===== src/rtl/ustore_pkg.sv =====
package ustore_pkg;
    localparam int REG_AW   = 12;
    localparam int DATA_W   = 32;
    localparam int HALF_W   = 20;
    localparam int INSN_W   = 2 * HALF_W;
    localparam int PAR_W    = 2;
    localparam int ENTRY_W  = INSN_W + PAR_W;
    localparam int HI_KEEP  = ENTRY_W - DATA_W;
    localparam int MODE_BIT = DATA_W - 1;

    localparam logic [REG_AW-1:0] OFF_INDEX = 12'h000;
    localparam logic [REG_AW-1:0] OFF_LO    = 12'h004;
    localparam logic [REG_AW-1:0] OFF_HI    = 12'h008;
endpackage


===== src/rtl/ustore_parity.sv =====
module ustore_parity
    import ustore_pkg::*;
(
    input  logic [ENTRY_W-1:0] entry,
    output logic [PAR_W-1:0]   mism
);
    // Each half is compared with its own even-parity bit.
    for (genvar h = 0; h < PAR_W; h++) begin : g_half
        assign mism[h] = (^entry[h*HALF_W +: HALF_W]) ^ entry[INSN_W + h];
    end
endmodule


===== src/rtl/ustore_idx_step.sv =====
module ustore_idx_step #(
    parameter int DEPTH = 4096,
    localparam int IW   = $clog2(DEPTH)
) (
    input  logic [IW-1:0] idx,
    output logic [IW-1:0] nxt
);
    localparam bit POW2 = (DEPTH == (1 << IW));

    if (POW2) begin : g_pow2
        // Natural rollover already returns to zero.
        assign nxt = idx + IW'(1);
    end else begin : g_cmp
        assign nxt = (idx == IW'(DEPTH - 1)) ? '0 : idx + IW'(1);
    end
endmodule


===== src/rtl/ustore_rdmux.sv =====
module ustore_rdmux
    import ustore_pkg::*;
#(
    parameter int IW = 12
) (
    input  logic [REG_AW-1:0]  addr,
    input  logic               mode,
    input  logic [IW-1:0]      idx,
    input  logic [DATA_W-1:0]  lo,
    input  logic [HI_KEEP-1:0] hi,
    output logic [DATA_W-1:0]  val
);
    always_comb begin
        case (addr)
            OFF_INDEX: val = {mode, {(DATA_W-1-IW){1'b0}}, idx};
            OFF_LO:    val = lo;
            OFF_HI:    val = {{(DATA_W-HI_KEEP){1'b0}}, hi};
            default:   val = '0;
        endcase
    end
endmodule


===== src/rtl/ustore_loader.sv =====
module ustore_loader
    import ustore_pkg::*;
#(
    parameter int DEPTH = 4096,
    localparam int IW   = $clog2(DEPTH)
) (
    input  logic                clk,
    input  logic                rst_n,
    input  logic                wr_en,
    input  logic                rd_en,
    input  logic [REG_AW-1:0]   addr,
    input  logic [DATA_W-1:0]   wdata,
    output logic [DATA_W-1:0]   rdata,
    output logic                st_we,
    output logic [IW-1:0]       st_addr,
    output logic [ENTRY_W-1:0]  st_wdata,
    output logic                par_err
);
    typedef struct packed {
        logic               mode;
        logic [IW-1:0]      idx;
        logic [DATA_W-1:0]  lo;
        logic [HI_KEEP-1:0] hi;
        logic               err;
        logic               we;
        logic [IW-1:0]      waddr;
        logic [ENTRY_W-1:0] wword;
        logic [DATA_W-1:0]  rdata;
    } state_t;

    state_t s_d, s_q;

    logic [ENTRY_W-1:0] cand_d;
    logic [PAR_W-1:0]   mism_d;
    logic [IW-1:0]      idx_nxt_d;
    logic [DATA_W-1:0]  rd_val_d;

    // Entry that a high write would commit this cycle.
    assign cand_d = {wdata[HI_KEEP-1:0], s_q.lo};

    ustore_parity u_par (
        .entry (cand_d),
        .mism  (mism_d)
    );

    ustore_idx_step #(.DEPTH(DEPTH)) u_step (
        .idx (s_q.idx),
        .nxt (idx_nxt_d)
    );

    ustore_rdmux #(.IW(IW)) u_rd (
        .addr (addr),
        .mode (s_q.mode),
        .idx  (s_q.idx),
        .lo   (s_q.lo),
        .hi   (s_q.hi),
        .val  (rd_val_d)
    );

    always_comb begin
        s_d    = s_q;
        s_d.we = 1'b0;
        if (rd_en) begin
            s_d.rdata = rd_val_d;
        end
        if (wr_en) begin
            case (addr)
                OFF_INDEX: begin
                    s_d.mode = wdata[MODE_BIT];
                    s_d.idx  = wdata[IW-1:0];
                    s_d.err  = 1'b0;
                end
                OFF_LO: begin
                    s_d.lo = wdata;
                end
                OFF_HI: begin
                    s_d.hi = wdata[HI_KEEP-1:0];
                    if (s_q.mode) begin
                        s_d.we    = 1'b1;
                        s_d.waddr = s_q.idx;
                        s_d.wword = cand_d;
                        s_d.idx   = idx_nxt_d;
                        if (|mism_d) begin
                            s_d.err = 1'b1;
                        end
                    end
                end
                default: ;
            endcase
        end
    end

    always_ff @(posedge clk or negedge rst_n) begin
        if (!rst_n) begin
            s_q <= '0;
        end else begin
            s_q <= s_d;
        end
    end

    assign rdata    = s_q.rdata;
    assign st_we    = s_q.we;
    assign st_addr  = s_q.waddr;
    assign st_wdata = s_q.wword;
    assign par_err  = s_q.err;
endmodule


===== config.mk =====
export PLATFORM = sky130hd
export DESIGN_NAME = ustore_loader
export DESIGN_NICKNAME = d
export VERILOG_FILES = /design/src/rtl/ustore_pkg.sv /design/src/rtl/ustore_parity.sv /design/src/rtl/ustore_idx_step.sv /design/src/rtl/ustore_rdmux.sv /design/src/rtl/ustore_loader.sv
export SDC_FILE = /design/constraint.sdc
export NUM_CORES = 1
export LEC_CHECK = 0
export CAP_MARGIN = 20
export CORE_MARGIN = 3
export CORE_UTILIZATION = 25
export DETAILED_ROUTE_END_ITERATION = 8
export PLACE_DENSITY = 0.48
export SYNTH_ARGS = -nofsm -noshare
export SYNTH_HDL_FRONTEND = slang
export SYNTH_HIERARCHICAL = 1
export SYNTH_SLANG_ARGS = --single-unit

===== constraint.sdc =====
create_clock -name clk -period 5.4 [get_ports clk]
set_clock_uncertainty 0.05 [all_clocks]
set_input_delay 0.54 -clock clk [delete_from_list [all_inputs] [get_ports clk]]
set_output_delay 0.54 -clock clk [all_outputs]
set_load 0.01 [all_outputs]

# Word level (Yosys, flattened, before mapping)
# Cells that the tools add are included.
[totals] regBits=143 inputBits=48 output_inout_bits=88 wordCells=35
[op_classes] add_sub_neg=1 eq_ne=4 mux=8 n_bitwise=2 n_reduce_logical=11
[op_table] cell="55-bit two-way mux" n=2
[op_table] cell="32-bit one-hot mux with 3 select lines" n=1
[op_table] cell="56-bit two-way mux" n=1
[op_table] cell="20-bit parity" n=2
[op_table] cell="12-bit one-hot mux with 2 select lines" n=1
[op_table] cell="12-bit by 1-bit adder with 12-bit output, second input constant" n=1
[op_table] cell="12-bit by 3-bit equality test with 1-bit output, second input constant" n=1
[op_table] cell="12-bit by 4-bit equality test with 1-bit output, second input constant" n=1
[op_table] cell="12-bit zero test" n=1
[op_table] cell="12-bit two-way mux" n=1
[op_table] cell="2-bit AND reduction" n=3
[op_table] cell="3-bit AND reduction" n=2
[op_table] cell="2-bit inequality test, second input constant" n=2
[op_table] cell="4-bit AND reduction" n=1
[op_table] cell="1-bit one-hot mux with 2 select lines" n=1
[op_table] cell="2-bit nonzero test" n=1
[op_table] cell="2-bit OR reduction" n=1
[op_table] cell="1-bit bitwise XOR" n=2
[op_table] cell="1-bit two-way mux" n=1

# Logic depth before layout (Yosys ltp)
# Gate-level depths: netlist of run 1.
[depth] word_depth=7 mapped_depth=7 mapped_depth_nobuf=7

# By module
# Netlist of run 1, hierarchy kept.
[by_module_without_submodules] mod="ustore_loader" n_inst=1 cells_each=444 area_per_inst_um2=6192.2 seq_area_each_um2=3578.4
[by_module_without_submodules] mod="ustore_rdmux" n_inst=1 cells_each=81 area_per_inst_um2=539.3 seq_area_each_um2=0.0
[by_module_without_submodules] mod="ustore_parity" n_inst=1 cells_each=38 area_per_inst_um2=360.3 seq_area_each_um2=0.0
[by_module_without_submodules] mod="ustore_idx_step" n_inst=1 cells_each=29 area_per_inst_um2=198.9 seq_area_each_um2=0.0

# Worst setup path before layout of run 1
# No wires, ideal clock.
[synth_path] kind="input to register" start="in addr[5]" end="reg s_q, in the netlist cand_d[10]" setup_ns=0.125 arrival_ns=2.037 required_time_ns=5.225 setup_slack_ns=3.188 path_stages=5 path_buffers=1 cell_sequence="nor4_1 > nand4_2 > nor3b_4 > buf_6 > mux2_2"
[synth_between] elab_chain_cells=2
[synth_rtl] element="start, declared" line="ustore_loader.sv:11" text="input logic [REG_AW-1:0] addr,"
[synth_rtl] element="12-bit by 3-bit equality test with 1-bit output" line="ustore_loader.sv:67" text="case (addr)"
[synth_rtl] element="2-bit AND reduction (no source line)"
[synth_rtl] element="end signal, assigned" line="ustore_loader.sv:95" text="s_q <= '0;"
[synth_rtl] element="end signal, assigned" line="ustore_loader.sv:97" text="s_q <= s_d;"
[synth_rtl] element="end, declared" line="ustore_loader.sv:31" text="state_t s_d, s_q;"
# Every way passes these cells.
# A chain may end at the register's enable or synchronous reset.

# Final worst setup path of run 1
[layout_path] start="in addr[3]" end="reg s_q, in the netlist st_addr[6]"
[layout_between] elab_chain_cells=2
[layout_rtl] element="12-bit by 4-bit equality test with 1-bit output" line="ustore_loader.sv:67"
[layout_rtl] element="3-bit AND reduction (no source line)"
# Every way passes these cells.

==> flow_summary_export.csv, run 1 <==
group,metric,value,unit
clocking,postCtsSetupRepairBufs,0,
worst_setup_path,worstPathArrival,3740,ps
flow_run,drv_cap,0,
drt,drtPass1Iterations,4,
grt,grt_max_degree,92,
die,die_height,177,um
worst_setup_path,cp-startpoint,"addr[3]",
clocking,cts.path.max_buffers,2,
place,port_buffers,135,
clocking,insertion_delay,430,ps
timing,setup-violations-final,0,
power_and_ir_drop,ir_drop,0.135,mV
die,start_util,25.8,%
timing,worst_slew_pin_slew,966,ps
drt,wl_per_cell,18.4,um
logic_synthesis,ys_ff_latch,143,
timing,post-route-period-util,64.5,%
clocking,clock-root-buffer,"clkbuf_16",
clocking,clock_sinks,143,
clocking,cts_made_buffers,17,
die,core-area,28200,sq um
timing,min_period,3490,ps
timing,hold_viol_final,0,
grt,gr-usage-all-layers,12.5,%
timing,max_clock_freq,0.287,GHz
grt,grt_pass1_vias,4861,
logic_synthesis,synth_edf_count,0,
drt,vias,4481,
clocking,cts_hold_buf,0,
min_path,hold_class,"input pin to async pin",
worst_setup_path,crit-reg2reg-launch,"s_q[142]",
grt,overflow,0,
timing,final-max-slew-violation-count,0,
cells_and_area,area.growth.synth_to_final,22.0,%
drt,drt_iter0_markers,255,
drt,wirelength,18900,um
logic_synthesis,yosysWarnings,6,
worst_setup_path,cp_max_fo,28,
timing,holdWs,94.7,ps
drt,postRouteAntennaNets,0,
logic_synthesis,netlist_instances,592,
grt,antenna_found_initial,0,
cells_and_area,finalNetCount,688,
logic_synthesis,ys.flop_type,"dfrtp_1",
worst_setup_path,crit_required,5660,ps
power_and_ir_drop,pwr_density_cell,270,nW/um^2
place,hpwl,13500,um
cells_and_area,drive_gt1_share,29.1,%
die,die_w,177,um
worst_setup_path,start_kind,"input pin",
die,die_area,31200,sq um
logic_synthesis,syn-num-nets,641,
cells_and_area,num_antenna_cells,0,
worst_setup_path,crit_type,"input pin to register",
drt,via_per_inst,4.35,
die,rows,61,
power_and_ir_drop,p_leak,4.07,nW
grt,grt_pass1_wl,29400,um
logic_synthesis,synth.avg_cell_area,12.3,sq um
logic_synthesis,yosysUniqueCellTypes,37,
timing,rsz0062_at_grt,"false",
worst_setup_path,end_kind,"register",
drt,drc_errors,0,
clocking,clk_pin_slew,70,ps
timing,relSlewSlack,35.5,%
logic_synthesis,syn_area,7290,sq um
outcome,status,"completed",
clocking,htree_levels,4,
die,boundaryPins,136,
clocking,cts_tree,"yes",
logic_synthesis,synthArstFlopShare,100,%
timing,tns,0,ps
place,gp_congestion,0.788,
logic_synthesis,ys_seq_area_share,49.1,%
clocking,ctsResizeCount,0,
critical path: stages:
cell and delay [ps]:
clkdlybuf4s50_1 880, nor2b_1 610, nand2_1 200, nor2_4 770, buf_4 380, mux2_2 370
where the power goes:
group	internal, mW	total (mW)	leakage [nW]	switching, mW
sequential	1.08	1.08	2.00	0.00525
combinational	0.0641	0.141	1.80	0.0764
clock	0.687	1.18	0.279	0.491
total	1.83	2.40	4.07	0.572
sequential cells by signal, indices dropped and copies added, names as in the netlist:
signal,cells
cand_d,32
par_err,1
rdata,32
s_q,23
st_addr,12
st_wdata,42
st_we,1
cells in the mapped netlist (3+ instances only):
library cell / n / area [sq um]
dfrtp_1: 143 / 3580
mux2_2: 124 / 1400
buf_4: 87 / 653
xnor2_1: 34 / 298
o21ai_0: 25 / 125
a21oi_1: 22 / 110
and3_1: 22 / 138
nand2_1: 15 / 56.3
mux2i_1: 13 / 130
xor2_1: 12 / 105
or2_2: 11 / 68.8
buf_6: 10 / 113
clkbuf_1: 10 / 37.5
and3_2: 9 / 67.6
nor2_1: 8 / 30.0
nor3_1: 8 / 40.0
mux2_1: 5 / 56.3
nand3_1: 5 / 25.0
buf_1: 3 / 11.3
inv_1: 3 / 11.3
metal layers:
metal  up-vias  track usage [%]  wire length, um
met5         -                0                0
met1      2256             16.4             8610
met2       147             20.1             9010
li1       2059                -                -
met3        19             2.87             1010
met4         0             4.39              278
layout by cell type (no fill, tap or decap), types with 6 or more instances in the layout:
cell type and count:
dfrtp_1 143, clkdlybuf4s50_1 133, mux2_2 124, xnor2_1 34
o21ai_0 25, and3_1 22, a21oi_1 22, clkbuf_16 17
nand2_1 15, mux2i_1 13, xor2_1 12, or2_2 11
and3_2 9, nor2_1 8, nor3_1 8, inv_6 6
through the flow:
stage | utilization (%) | power (mW) | instance area (sq um) | instances | setup WS [ps]
after floorplan | - | 1.15 | 7290 | 592 | 3190
after global placement | 29.4 | 1.24 | 8310 | 998 | 1530
after detailed placement | 29.4 | 1.25 | 8310 | 998 | 1420
after CTS | 31.5 | 2.44 | 8900 | 1030 | 1870
after global routing | 31.5 | 2.50 | 8900 | 1030 | 1610
final | 31.5 | 2.40 | 8900 | 1030 | 1910
final timing paths:
| kind | end | depth (start not counted) | slack (ps) |
|---|---|---|---|
| min in group clk | st_wdata[8] | 1 | 440 |
| setup reg to reg | st_addr[6] | 4 | 2890 |
| max in group asynchronous | rdata[1] | 2 | 3900 |
| setup / recovery | st_addr[6] | 6 | 1910 |
| hold / removal | rdata[14] | 1 | 90 |
| hold reg to reg | st_wdata[8] | 1 | 440 |
logic make-up after synthesis:
logic type,synth area share [%]
flip-flops,49.1
buffers and inverters,11.6
XOR/XNOR,6.14
AO/OA/AOI/OAI,3.23
multiplexers,21.7
AND/OR/NAND/NOR,8.07
adder cells (fa/ha/maj),0.172
final cells by class:
class | count | area [sq um]
tap | 378 | 473
clock buffer | 18 | 429
inverter | 3 | 11.3
sequential | 143 | 3580
clock inverter | 14 | 154
multi-input combinational | 334 | 2870
fill | 2844 | 19300
timing repair buffer | 140 | 1390
No activity file was read; power rests on OpenSTA's default activity.
==> inputs of run 2 (changes only) <==
clock period = 3.4 ns   (was 5.4 ns; I/O delays follow)
==> run 2 against run 1 <==
Against the previous run:
- cell count grew 1.2%
- clock-buffer cell count is the same
- combinational power grew 69%
- highest routed layer unchanged
==> flow_summary_export.csv, run 2 (same netlist as run 1, synthesis figures left out) <==
group,metric,value,unit
die,rows,61,
power_and_ir_drop,ir_drop,0.189,mV
cells_and_area,final_cell_mix,"dfrtp_1 (143), clkdlybuf4s50_1 (133), mux2_2 (124)",
clocking,clk_pin_slew,60,ps
drt,postRouteAntennaNets,0,
place,hpwl,13600,um
die,die_height,177,um
flow_run,drv_cap,0,
worst_setup_path,crit_type,"input pin to register",
clocking,ctsResizeCount,0,
clocking,postCtsSetupRepairBufs,0,
timing,post-route-period-util,73.9,%
min_path,hold_class,"register to register",
worst_setup_path,cp_top_family,"XOR/XNOR gates",
power_and_ir_drop,seqPwrFrac,43.8,%
cells_and_area,area.growth.synth_to_final,24.1,%
clocking,insertion_delay,420,ps
timing,final-max-slew-violation-count,0,
drt,drt_iter0_markers,202,
power_and_ir_drop,power,3.92,mW
timing,min_period,2510,ps
worst_setup_path,rrSetupSlack,1350,ps
worst_setup_path,worstPathArrival,2760,ps
clocking,cts_made_buffers,17,
drt,wl_per_cell,18.2,um
grt,grt_pass1_vias,4929,
drt,wirelength,19000,um
clocking,cts_tree,"yes",
timing,relSlewSlack,45.6,%
grt,grt_pass1_wl,29400,um
die,boundaryPins,136,
power_and_ir_drop,pwr_density_cell,433,nW/um^2
clocking,clock_sinks,143,
clocking,cts.path.max_buffers,2,
worst_setup_path,crit_required,3650,ps
worst_setup_path,worstPathCellList,"clkdlybuf4s50_1 -> xnor2_1 -> xnor2_1 -> xnor2_1 -> xnor3_1 -> o21ai_0 -> or3_1 -> nand3_1",
grt,overflow,0,
grt,antenna_found_initial,0,
timing,setup-violations-final,0,
cells_and_area,finish.utilization,32.1,%
worst_setup_path,critical_path.max_stage_delay,610,ps
worst_setup_path,end_kind,"register",
timing,holdWs,445,ps
drt,drtPass1Iterations,5,
cells_and_area,finalNetCount,700,
clocking,cts_hold_buf,1,
power_and_ir_drop,comb_power_share,6.1,%
drt,vias,4524,
grt,grt_max_degree,84,
timing,max_clock_freq,0.398,GHz
worst_setup_path,slowest_stage,"clkdlybuf4s50_1",
timing,rsz0062_at_grt,"false",
worst_setup_path,start_kind,"input pin",
clocking,clock-root-buffer,"clkbuf_16",
cells_and_area,largest_register_ffs,42,
clocking,htree_levels,4,
worst_setup_path,cp_max_fo,5,
power_and_ir_drop,switching_share,23.2,%
drt,via_per_inst,4.34,
worst_setup_path,crit_buf_inv,1,
die,start_util,25.8,%
timing,tns,0,ps
outcome,status,"completed",
die,core-area,28200,sq um
place,gp_congestion,0.773,
power_and_ir_drop,p_int,3.01,mW
die,die_area,31200,sq um
place,port_buffers,135,
grt,gr-usage-all-layers,12.4,%
die,die_w,177,um
power_and_ir_drop,p_leak,4.15,nW
cells_and_area,final_common_cell,"dfrtp_1",
power_and_ir_drop,p_clk_share,50.1,%
timing,hold_viol_final,0,
timing,worst_slew_pin_slew,816,ps
cells_and_area,num_antenna_cells,0,
power_and_ir_drop,p_sw,0.911,mW
cells_and_area,drive_gt1_share,30.4,%
worst_setup_path,crit_top_cell,"xnor2_1",
drt,drc_errors,0,
run 2: power by group through the flow:
stage               logic [mW]  registers (mW)  clock network (mW)
CTS                      0.245            1.72                2.03
global placement         0.239            1.75                   0
global route             0.260            1.72                2.10
detailed placement       0.242            1.75                   0
finish                   0.238            1.72                1.96
floorplan               0.0815            1.75                   0
run 2: worst paths after layout:
kind | startpoint | to | cells after the start
min in group asynchronous | rst_n | st_wdata[14] | 2
setup / recovery | wdata[0] | par_err | 8
setup reg to reg | cand_d[23] | par_err | 7
max in group asynchronous | rst_n | cand_d[31] | 3
hold reg to reg | st_wdata[8] | st_wdata[8] | 1
hold / removal | st_wdata[8] | st_wdata[8] | 1
run 2: layer usage:
layer	vias to the layer above	global-route usage, %	wire [um]
met3	20	3.28	1010
met2	147	20.2	9020
met1	2267	16.3	8630
li1	2090	-	-
met5	-	0	0
met4	0	3.31	286
run 2: per-stage QoR:
stage               area [sq um]  std cells  setup slack [ps]
floorplan                   7290        592              1390
global placement            8420       1009               589
detailed placement          8420       1009               525
CTS                         9050       1042               958
global route                9050       1042               762
finish                      9050       1042               886
run 2: worst reg2reg max path, delay by kind of cell (launching register included):
family | cells | cell delay, ps
xor gates and xnor gates | 4 | 990
DFF | 1 | 420
and+or+nand+nor | 2 | 220
AOI/OAI and AO/OA | 1 | 270
run 2: cell type report:
class                      count  area, sq um
clock buffer                  18          439
clock inverter                14          180
fill                        2827        19200
inverter                       3         11.3
multi-input combinational    334         2870
sequential                   143         3580
tap                          378          473
timing repair buffer         152         1500
==> inputs of run 3 (changes only) <==
clock period = 2.6 ns   (was 3.4 ns; I/O delays follow)
==> run 3 against run 2 <==
Against the previous run:
- sequential share of layout area down 0.81 points
- non-clock buffer count up 11
- via count up 1.4%
- design area up 2.1%
- flip-flop and latch count unchanged
- combinational power up 36%
- total power up 40%
- largest power group unchanged
==> flow_summary_export.csv, run 3 (same netlist as run 1, synthesis figures left out) <==
group,metric,value,unit
worst_setup_path,slowest_stage,"nor4_1",
worst_setup_path,r2r-end,"par_err",
clocking,clock_sinks,143,
min_path,hold_class,"input pin to async pin",
place,place_inst,1020,
cells_and_area,fillers,2854,
timing,holdWs,378,ps
worst_setup_path,crit_buf_inv,2,
worst_setup_path,rr_worst_depth,7,
die,core-area,28200,sq um
timing,max_clock_freq,0.453,GHz
timing,worst_slew_pin_slew,814,ps
die,rows,61,
grt,grt_pass1_vias,4822,
place,dp_slack,-35.4,ps
drt,drt_iter0_markers,247,
clocking,cts.path.max_buffers,2,
flow_run,drv_cap,0,
timing,relSlewSlack,45.7,%
drt,wirelength,19700,um
grt,grt_pass1_wl,30300,um
worst_setup_path,start_kind,"input pin",
timing,hold_viol_final,0,
power_and_ir_drop,power,5.49,mW
clocking,ctsResizeCount,0,
place,hpwl,14000,um
cells_and_area,fin_cells,1052,
clocking,postCtsSetupRepairBufs,0,
outcome,status,"completed",
drt,vias,4586,
timing,setup-violations-final,0,
cells_and_area,finalNetCount,711,
clocking,cts_tree,"yes",
power_and_ir_drop,seqPwrFrac,40.9,%
power_and_ir_drop,ir_drop,0.418,mV
worst_setup_path,crit_end,"cand_d[6]",
power_and_ir_drop,p_int,4.36,mW
worst_setup_path,rrSetupSlack,590,ps
drt,drc_errors,0,
timing,tns,0,ps
cells_and_area,num_antenna_cells,0,
clocking,insertion_delay,420,ps
drt,wl_per_cell,18.8,um
power_and_ir_drop,pwr_density_cell,594,nW/um^2
grt,gr-usage-all-layers,12.8,%
place,gp_congestion,0.838,
worst_setup_path,critical_path.max_stage_delay,480,ps
grt,antenna_found_initial,0,
cells_and_area,finish.utilization,32.7,%
grt,overflow,0,
timing,rsz0062_at_grt,"false",
timing,post-route-period-util,85.0,%
cells_and_area,final_common_cell,"dfrtp_1",
worst_setup_path,crit_type,"input pin to register",
drt,via_per_inst,4.36,
die,die_w,177,um
timing,min_period,2210,ps
worst_setup_path,path_depth,6,
timing,finalWorstSetupSlack,391,ps
worst_setup_path,end_kind,"register",
worst_setup_path,cp-startpoint,"addr[5]",
die,start_util,25.8,%
place,port_buffers,135,
worst_setup_path,cp_top_family,"simple AND/OR/NAND/NOR gates",
clocking,cts_made_buffers,17,
worst_setup_path,crit-reg2reg-launch,"cand_d[25]",
cells_and_area,final_area,9240,sq um
die,die_height,177,um
power_and_ir_drop,p_clk_share,53.2,%
die,die_area,31200,sq um
power_and_ir_drop,comb_power_share,5.9,%
cells_and_area,final_cell_mix,"dfrtp_1 (143), clkdlybuf4s50_1 (133), mux2_2 (124)",
clocking,htree_levels,4,
worst_setup_path,cp_max_fo,13,
grt,grt_max_degree,73,
clocking,cts_hold_buf,1,
power_and_ir_drop,switching_share,20.6,%
worst_setup_path,worstPathArrival,2460,ps
die,boundaryPins,136,
clocking,clk_pin_slew,60,ps
cells_and_area,area.growth.synth_to_final,26.8,%
cells_and_area,largest_register_ffs,42,
cells_and_area,drive_gt1_share,31.3,%
timing,final-max-slew-violation-count,0,
worst_setup_path,worstPathCellList,"clkdlybuf4s50_1 -> nor4_1 -> nand4_2 -> nor3b_4 -> buf_4 -> mux2_2",
clocking,clock-root-buffer,"clkbuf_16",
power_and_ir_drop,p_leak,4.26,nW
worst_setup_path,crit_required,2850,ps
drt,postRouteAntennaNets,0,
drt,drtPass1Iterations,4,
power_and_ir_drop,p_sw,1.13,mW
place,place_area,8530,sq um
## run 3: cell type report
class	instances	area, sq um	area share, %
Tap cell	378	473	5.12
Sequential cell	143	3580	38.7
Multi-Input combinational cell	334	2870	31.0
Clock inverter	10	231	2.50
Clock buffer	21	470	5.09
Timing Repair Buffer	163	1610	17.4
Inverter	3	11.3	0.122
## run 3: worst min-delay path by stage
stage	end	cells after the start	slack (ps)
floorplan	cand_d[0]	0	-90
global placement	st_wdata[14]	1	280
detailed placement	rdata[14]	1	290
CTS	cand_d[20]	2	370
global route	cand_d[20]	2	390
finish	rdata[14]	2	380
## run 3: worst register-to-register path, stage by stage, from the launching register on
cell,delay (ps)
dfrtp_1,410
xnor2_1,210
xnor2_1,120
xnor2_1,280
xnor3_1,400
o21ai_0,220
or3_1,140
nand3_1,70
## run 3: power groups by stage
stage | Clock, mW | Sequential (mW) | Combinational [mW]
finish | 2.92 | 2.25 | 0.323
global route | 3.09 | 2.25 | 0.353
CTS | 2.99 | 2.25 | 0.334
detailed placement | 0 | 2.29 | 0.331
global placement | 0 | 2.29 | 0.328
floorplan | 0 | 2.29 | 0.107
## run 3: layer usage
layer / global-route usage [%] / routed length [um] / up-vias / part of all wire, %
li1: - / - / 2098 / -
met1: 17.4 / 9030 / 2334 / 46
met2: 20.5 / 9350 / 142 / 47
met3: 3.37 / 1160 / 12 / 5.9
met4: 3.14 / 204 / 0 / 1.0
met5: 0 / 0 / - / 0
